**src/rtl/pof_pkg.sv**
```systemverilog
package pof_pkg;

  // Strobes the control half sends to the datapath each cycle.
  typedef struct packed {
    logic clear;    // power-down: wipe all state
    logic oneMode;  // single-pixel word format
    logic capture;  // store current pixel as pending even half
    logic emit;     // load a new output word
    logic padOdd;   // odd half of the emitted word is zero
  } strobe_t;

endpackage

```
**src/rtl/pof_ctrl.sv**
```systemverilog
module pof_ctrl
  import pof_pkg::*;
#(
  parameter int TIMEOUT = 32
) (
  input  logic    clk,
  input  logic    rstN,
  input  logic    pixTick,
  input  logic    deIn,
  input  logic    twoPix,
  input  logic    clkInv,
  input  logic    gateClk,
  input  logic    pdN,
  input  logic    wordDe,
  output strobe_t stb,
  output logic    oclk,
  output logic    linkUp
);

  localparam int CW = (TIMEOUT > 2) ? $clog2(TIMEOUT) : 1;
  localparam logic [CW-1:0] LAST = CW'(TIMEOUT - 1);

  logic          dePrev;
  logic          pairOdd;
  logic [1:0]    slot;
  logic [CW-1:0] idleCnt;
  logic          tickOk;
  logic          deRise;
  logic          deEdge;
  logic          clkRaw;

  assign tickOk = pixTick & pdN;
  assign deRise = deIn & ~dePrev;
  assign deEdge = deIn ^ dePrev;

  // Strobe generation for the demultiplexer
  always_comb begin
    stb         = '0;
    stb.clear   = ~pdN;
    stb.oneMode = ~twoPix;
    if (tickOk) begin
      if (!twoPix) begin
        stb.emit = 1'b1;
      end else if (!pairOdd) begin
        stb.capture = 1'b1;
      end else begin
        stb.emit = 1'b1;
        if (deRise) begin
          stb.padOdd  = 1'b1;
          stb.capture = 1'b1;
        end else if (!deIn) begin
          stb.padOdd = 1'b1;
        end
      end
    end
  end

  // Pair phase and previous enable
  always_ff @(posedge clk or negedge rstN) begin
    if (!rstN) begin
      dePrev  <= 1'b0;
      pairOdd <= 1'b0;
    end else if (!pdN) begin
      dePrev  <= 1'b0;
      pairOdd <= 1'b0;
    end else if (pixTick) begin
      dePrev <= deIn;
      if (!twoPix)      pairOdd <= 1'b0;
      else if (!pairOdd) pairOdd <= 1'b1;
      else              pairOdd <= deRise;
    end
  end

  // Output clock phase counter, restarted by every word update
  always_ff @(posedge clk or negedge rstN) begin
    if (!rstN)         slot <= '0;
    else if (!pdN)     slot <= '0;
    else if (stb.emit) slot <= '0;
    else               slot <= slot + 2'd1;
  end

  assign clkRaw = twoPix ? slot[1] : slot[0];
  assign oclk   = (gateClk && !wordDe) ? 1'b0 : (clkRaw ^ clkInv);

  // Link activity detector
  always_ff @(posedge clk or negedge rstN) begin
    if (!rstN) begin
      idleCnt <= '0;
      linkUp  <= 1'b0;
    end else if (!pdN) begin
      idleCnt <= '0;
      linkUp  <= 1'b0;
    end else if (pixTick) begin
      if (deEdge) begin
        idleCnt <= '0;
        linkUp  <= 1'b1;
      end else if (idleCnt != LAST) begin
        idleCnt <= idleCnt + 1'b1;
      end else begin
        linkUp <= 1'b0;
      end
    end
  end

endmodule

```
**src/rtl/pof_datapath.sv**
```systemverilog
module pof_datapath
  import pof_pkg::*;
#(
  parameter int PIX_W = 24,
  parameter int CTL_W = 4
) (
  input  logic             clk,
  input  logic             rstN,
  input  strobe_t          stb,
  input  logic [PIX_W-1:0] pixIn,
  input  logic             deIn,
  input  logic             hsIn,
  input  logic             vsIn,
  input  logic [CTL_W-1:0] ctlIn,
  input  logic             staggerOn,
  output logic [PIX_W-1:0] evenBus,
  output logic [PIX_W-1:0] oddBus,
  output logic             deOut,
  output logic             hsOut,
  output logic             vsOut,
  output logic [CTL_W-1:0] ctlOut
);

  localparam int SIDE_W = CTL_W + 3;

  logic [SIDE_W-1:0] sideIn;
  logic [SIDE_W-1:0] stageSide;
  logic [SIDE_W-1:0] wordSide;
  logic [PIX_W-1:0]  stageEven;
  logic [PIX_W-1:0]  wordEven;
  logic [PIX_W-1:0]  wordOdd;
  logic [PIX_W-1:0]  evenLate;

  assign sideIn = {ctlIn, vsIn, hsIn, deIn};

  always_ff @(posedge clk or negedge rstN) begin
    if (!rstN) begin
      stageEven <= '0;
      stageSide <= '0;
      wordEven  <= '0;
      wordOdd   <= '0;
      wordSide  <= '0;
      evenLate  <= '0;
    end else if (stb.clear) begin
      stageEven <= '0;
      stageSide <= '0;
      wordEven  <= '0;
      wordOdd   <= '0;
      wordSide  <= '0;
      evenLate  <= '0;
    end else begin
      if (stb.capture) begin
        stageEven <= pixIn;
        stageSide <= sideIn;
      end
      if (stb.emit) begin
        if (stb.oneMode) begin
          wordEven <= pixIn;
          wordOdd  <= '0;
          wordSide <= sideIn;
        end else begin
          wordEven <= stageEven;
          wordOdd  <= stb.padOdd ? '0 : pixIn;
          wordSide <= stageSide;
        end
      end
      evenLate <= wordEven;
    end
  end

  assign evenBus = staggerOn ? evenLate : wordEven;
  assign oddBus  = wordOdd;
  assign deOut   = wordSide[0];
  assign hsOut   = wordSide[1];
  assign vsOut   = wordSide[2];
  assign ctlOut  = wordSide[SIDE_W-1:3];

endmodule

```
**src/rtl/pix_out_formatter.sv**
```systemverilog
module pix_out_formatter
  import pof_pkg::*;
#(
  parameter int PIX_W    = 24,
  parameter int CTL_W    = 4,
  parameter int KEEP_CTL = 1,
  parameter int TIMEOUT  = 32
) (
  input  logic             clk,
  input  logic             rstN,
  input  logic             pixTick,
  input  logic [PIX_W-1:0] pixIn,
  input  logic             deIn,
  input  logic             hsIn,
  input  logic             vsIn,
  input  logic [CTL_W-1:0] ctlIn,
  input  logic             twoPix,
  input  logic             clkInv,
  input  logic             gateClk,
  input  logic             stagN,
  input  logic             pdoN,
  input  logic             pdN,
  output logic [PIX_W-1:0] evenBus,
  output logic [PIX_W-1:0] oddBus,
  output logic             deOut,
  output logic             hsOut,
  output logic             vsOut,
  output logic [CTL_W-1:0] ctlOut,
  output logic             oclk,
  output logic             linkUp,
  output logic             busOe,
  output logic [CTL_W-1:0] ctlOe,
  output logic             linkOe
);

  strobe_t stb;
  logic    staggerOn;

  assign staggerOn = twoPix & ~stagN;

  pof_ctrl #(.TIMEOUT(TIMEOUT)) uCtrl (
    .clk     (clk),
    .rstN    (rstN),
    .pixTick (pixTick),
    .deIn    (deIn),
    .twoPix  (twoPix),
    .clkInv  (clkInv),
    .gateClk (gateClk),
    .pdN     (pdN),
    .wordDe  (deOut),
    .stb     (stb),
    .oclk    (oclk),
    .linkUp  (linkUp)
  );

  pof_datapath #(.PIX_W(PIX_W), .CTL_W(CTL_W)) uDp (
    .clk       (clk),
    .rstN      (rstN),
    .stb       (stb),
    .pixIn     (pixIn),
    .deIn      (deIn),
    .hsIn      (hsIn),
    .vsIn      (vsIn),
    .ctlIn     (ctlIn),
    .staggerOn (staggerOn),
    .evenBus   (evenBus),
    .oddBus    (oddBus),
    .deOut     (deOut),
    .hsOut     (hsOut),
    .vsOut     (vsOut),
    .ctlOut    (ctlOut)
  );

  // Pad enables: status pads survive output-disable, nothing survives power-down
  assign linkOe = pdN;
  assign busOe  = pdN & pdoN;

  for (genvar g = 0; g < CTL_W; g++) begin : gCtlOe
    if (g == KEEP_CTL) begin : gKeep
      assign ctlOe[g] = linkOe;
    end else begin : gBus
      assign ctlOe[g] = busOe;
    end
  end

endmodule

```
**config.mk**
```make
export PLATFORM = sky130hd
export DESIGN_NAME = pix_out_formatter
export DESIGN_NICKNAME = d
export VERILOG_FILES = /design/src/rtl/pof_pkg.sv /design/src/rtl/pof_ctrl.sv /design/src/rtl/pof_datapath.sv /design/src/rtl/pix_out_formatter.sv
export SDC_FILE = /design/constraint.sdc
export NUM_CORES = 1
export LEC_CHECK = 0
export ABC_AREA = 1
export ABC_CLOCK_PERIOD_IN_PS = 2000
export BUFFER_PORTS_ARGS = -buffer_cell sky130_fd_sc_hd__buf_2
export CAP_MARGIN = 20
export CORE_MARGIN = 10
export CORE_UTILIZATION = 32
export CTS_BUF_LIST = sky130_fd_sc_hd__clkbuf_4
export DETAILED_ROUTE_END_ITERATION = 7
export PLACE_DENSITY_LB_ADDON = 0.1
export SYNTH_ARGS = -nofsm -noshare
export SYNTH_HDL_FRONTEND = slang
export SYNTH_SLANG_ARGS = --single-unit
```
**constraint.sdc**
```tcl
create_clock -name clk -period 2 [get_ports clk]
set_input_delay 0.4 -clock clk [delete_from_list [all_inputs] [get_ports clk]]
set_output_delay 0.4 -clock clk [all_outputs]
set_load 0.02 [all_outputs]
```
* Word-level counts from Yosys, hierarchy flattened
Index checks and enable logic that the tools add are counted.
** Word-level totals
- Register bits :: 120
- Bits of input ports :: 40
- Output and inout bits :: 63
- Word-level logic and storage cells :: 74
** Cells by class
- Add/sub/neg operators :: 2
- Eq/ne operators :: 6
- Muxes and demuxes :: 43
- Bitwise logic cells :: 8
- Reduce and logical (&&, ||, !) cells :: 4
** Operators by type and width (count)
- $mux W24 :: 11
- $mux W7 :: 5
- $mux W5 :: 4
- $mux W1 :: 19
- $mux W2 :: 3
- $add A5 B1 Y5 const B :: 1
- $ne A5 B5 Y1 const B :: 1
- $and A1 B1 Y1 :: 4
- $ne A2 B1 Y1 const B :: 2
- $reduce_and A2 Y1 :: 2
- $mux W3 :: 1
- $ne A3 B1 Y1 const B :: 1
- $ne A3 B2 Y1 const B :: 1
- $add A2 B1 Y2 const B :: 1
- $ne A2 B2 Y1 const B :: 1
- $not A1 Y1 :: 2
- $xor A1 B1 Y1 :: 2
- $logic_and A1 B1 Y1 :: 1
- $logic_not A1 Y1 :: 1

* Logic depth before layout (Yosys ltp)
- Depth after elaboration :: 10
- Mapped depth :: 9
- Mapped depth without buffers :: 9

* Cells and area by module
Synthesis repeated with hierarchy kept, for this count alone.
** Second synthesis, totals
- Cells, all modules :: 737
- Area, all modules :: 5591.6 um2
** By module, submodules not included
- pof_datapath :: instances 1, cells an instance 649, area an instance 4961.0 um2
- pof_ctrl :: instances 1, cells an instance 79, area an instance 575.6 um2
- pix_out_formatter :: instances 1, cells an instance 9, area an instance 55.1 um2

* Worst setup path after synthesis
OpenSTA, ideal clock, no wires.
- Path kind :: input port to output port
- Start point :: input port twoPix
- End point :: output port evenBus[10]
- Arrival time :: 1.332 ns
- Data required time :: 1.600 ns
- Path slack :: 0.268 ns
- Cell stages on the path :: 4
- Buffers on the path :: 1
- Cell sequence :: inv_2 > or2_1 > clkbuf_1 > o21ai_0
** Between the ends
- Cells in the longest elaborated chain, start to end :: 2
** RTL lines
- from (decl) :: line pix_out_formatter.sv:17 : input logic twoPix,
- $and A1 B1 Y1 :: line pix_out_formatter.sv:39 : assign staggerOn = twoPix & ~stagN;
- $mux W24 :: line pof_datapath.sv:71 : assign evenBus = staggerOn ? evenLate : wordEven;
- to (decl) :: line pix_out_formatter.sv:23 : output logic [PIX_W-1:0] evenBus,
Every way passes these cells.

* Final worst setup path
- Start point :: input port twoPix
- End point :: output port evenBus[23]
Same word-level chain as after synthesis.

==> impl_metrics.tcl <==
set metrics [dict create \
    final.setup.tns_ns 0 \
    cp.depth 6 \
    max_stage_delay_ns 0.23 \
    crit_path_top_delay_cell "or2_1" \
    placed_cells 977 \
    yosys_warnings 0 \
    path_cells "buf_2 > inv_2 > or2_1 > buf_12 > o21ai_1 > buf_2" \
    core_area_um2 16640 \
    tightest_slew_ns 0.7515 \
    crit_fanout 48 \
    fp.dieW_um 150.4 \
    placed_area_um2 6193 \
    ant_nets 0 \
    worstPathArrival_ns 1.41 \
    fin_nets 823 \
    vias_per_cell 4.519 \
    die_y_um 150.4 \
    synth.distinct_cells 22 \
    final_cell_mix "nand2_1, dfrtp_1, buf_2" \
    drtIter0Drc 317 \
    areaGrowthSynthToFinish_pct 19.29 \
    clock_path_buffers 2 \
    swShare 0.2719 \
    peakVddDrop_mv 0.2862 \
    cts.clk_slew.worst_paths_ns 0.11 \
    cpMostUsedCell "buf_2" \
    worst_setup_path_end_kind "primary output" \
    clock_sinks 120 \
    antenna_found_initial 1 \
    required_ns 1.60 \
    syn_area_um2 5441 \
    grt_max_degree 121 \
    p_seq_frac 0.531 \
    fin_cells 1014 \
    insertion_delay_ns 0.53 \
    setup-violations-final 0 \
    drc 0 \
    drive_above_1_share 0.1894 \
    final_hold_viol_count 0 \
    drt_pass1_iterations 4 \
    outcome "finished, final reports clean" \
    grt_pass1_vias 4604 \
    io_pins 103 \
    design_area_um2 6491 \
    grt_overflow 0 \
    crit_family "buffers and inverters" \
    htreeDepth 4 \
    max_freq_ghz 0.5527 \
    critPathBufInv 4 \
    critPathKind "primary input to primary output" \
    synth_ff_type "dfrtp_1" \
    fin_util 0.3900 \
    vias 4582 \
    slew_headroom 0.4990 \
    period_needed_ns 1.809 \
    wl_um 14680 \
    synth_area_leader_cell "dfrtp_1" \
    p_clk_frac 0.354 \
    gr-usage-all-layers 0.1357 \
    maxCapViolations 0 \
    start_kind "primary input" \
    min_path_cells 3 \
    final_common_cell "nand2_1" \
    synth-edff-count 0 \
    cts_root_buffer "clkbuf_4" \
    synth.area.top_cells "dfrtp_1, nand2_1, nand3_1, inv_1, o21ai_0" \
    rsz0062_at_grt "no" \
    synth_top_area_frac 0.5519 \
    port_buffers 102 \
    cts_tree "yes" \
    power_switching_mw 1.308 \
    synth_nets 730 \
    grt_pass1_wl_um 24380 \
    dp_hpwl_um 9318 \
    rows 47 \
    cts-buffers-inserted 17 \
    finalMaxSlewViolations 0 \
    p_comb_frac 0.115 \
    ff2ff_path_depth 9 \
    routedWlPerCell_um 14.48 \
    postSynthCellCount 686 \
    hold_path.class "primary input to flip-flop" \
    power.density_nw_per_um2 741.3 \
    leakage_nw 3.768 \
    ff2ff_setup_slack_ns 0.45 \
    post_cts_resized 0 \
    start_util 0.3270 \
    gp_congestion 0.7514 \
    synth-seq-cells 120 \
    period_share 0.9046 \
    seq_area_frac_synth 0.5519 \
    synth-async-reset-ratio 1.000 \
    clock_skew_ns 0.01185 \
    avgSynthCellArea_um2 7.932 \
    die_area_um2 22620 \
    p_int_mw 3.504 \
]
==> cells in the mapped netlist, drive strengths merged, types with 2 or more instances <==
cell type / n
a21oi: 2
buf: 37
clkbuf: 8
dfrtp: 120
ha: 4
inv: 63
nand2: 292
nand3: 96
nor2: 7
o21ai: 53
==> per-stage QoR <==
step | worst slack, ns | hold slack (ns) | total power, mW
final | 0.1908 | 0.08031 | 4.812
after global placement | 0.1991 | 0.4529 | 3.157
after CTS | 0.1054 | 0.02802 | 4.900
after detailed placement | 0.1736 | 0.4668 | 3.164
after global routing | 0.009356 | 0.04014 | 5.095
after floorplan | 0.2683 | 0.1044 | 2.907
==> per-layer routing <==
layer / track usage / vias up / part of all wire
li1: - / 2319 / -
met1: 0.1770 / 2154 / 0.47
met2: 0.2114 / 97 / 0.46
met3: 0.04262 / 12 / 0.052
met4: 0.03936 / 0 / 0.010
met5: 0 / - / 0
==> area by class of cell <==
type,instances,area (µm²)
Multi-Input combinational cell,458,1996
Clock buffer,17,127.6
Timing Repair Buffer,119,708.2
Inverter,63,236.5
Fill cell,1789,10150
Sequential cell,120,3003
Antenna cell,2,5.005
Tap cell,220,275.3
Clock inverter,15,140.1
==> timing repair <==
item,CTS,global route
hold endpoints to repair,120,0
setup buffers,0,2
setup endpoints to repair,0,1
hold buffers,1,0
==> cell families (layout without fill, tap and decap cells) <==
kind of cell | count (synthesis) | in the layout | share of synthesized area
other | 0 | 2 | 0
XOR/XNOR | 1 | 1 | 0.001610
AND/OR/NAND/NOR | 397 | 397 | 0.2978
buffers and inverters | 108 | 214 | 0.08508
AO/OA/AOI/OAI | 56 | 56 | 0.05450
flip-flops | 120 | 120 | 0.5519
adder cells (fa/ha/maj) | 4 | 4 | 0.009198
==> power by group through the flow <==
stage	clock network [mW]	registers, mW	logic [mW]
after global placement	0	2.60	0.556
after global routing	1.90	2.57	0.633
after floorplan	0	2.60	0.302
after detailed placement	0	2.60	0.561
after CTS	1.78	2.56	0.564
final	1.71	2.55	0.553
==> flip-flops by register name, indices dropped and copies added (netlist names) <==
signal         count
uDp.stageEven     24
uDp.oddBus        24
uCtrl.dePrev       1
uCtrl.linkUp       1
uDp.evenLate      24
uDp.wordEven      24
uDp.wordSide       7
uCtrl.slot         2
uCtrl.idleCnt      5
uDp.stageSide      7
uCtrl.pairOdd      1
==> worst paths after layout <==
kind,startpoint,end
worst max-delay path,twoPix,evenBus[23]
worst min-delay path,ctlIn[0],uDp.stageSide[3]$_DFFE_PN0P_
worst max register to register,uCtrl.idleCnt[0]$_DFFE_PN0P_,uCtrl.idleCnt[3]$_DFFE_PN0P_
worst min register to register,uDp.wordEven[9]$_DFFE_PN0P_,uDp.evenLate[9]$_DFF_PN0_
max in group asynchronous,rstN,uDp.wordEven[11]$_DFFE_PN0P_
min in group asynchronous,rstN,uCtrl.idleCnt[1]$_DFFE_PN0P_
==> worst reg2reg max path, delay by kind of cell, from the launching register on <==
| kind | cells | cell delay [ns] |
|---|---|---|
| fa+ha+maj | 2 | 0.43 |
| buf+inv | 1 | 0.07 |
| flops | 1 | 0.43 |
| simple gates | 6 | 0.56 |
No activity file was read; power rests on OpenSTA's default activity.
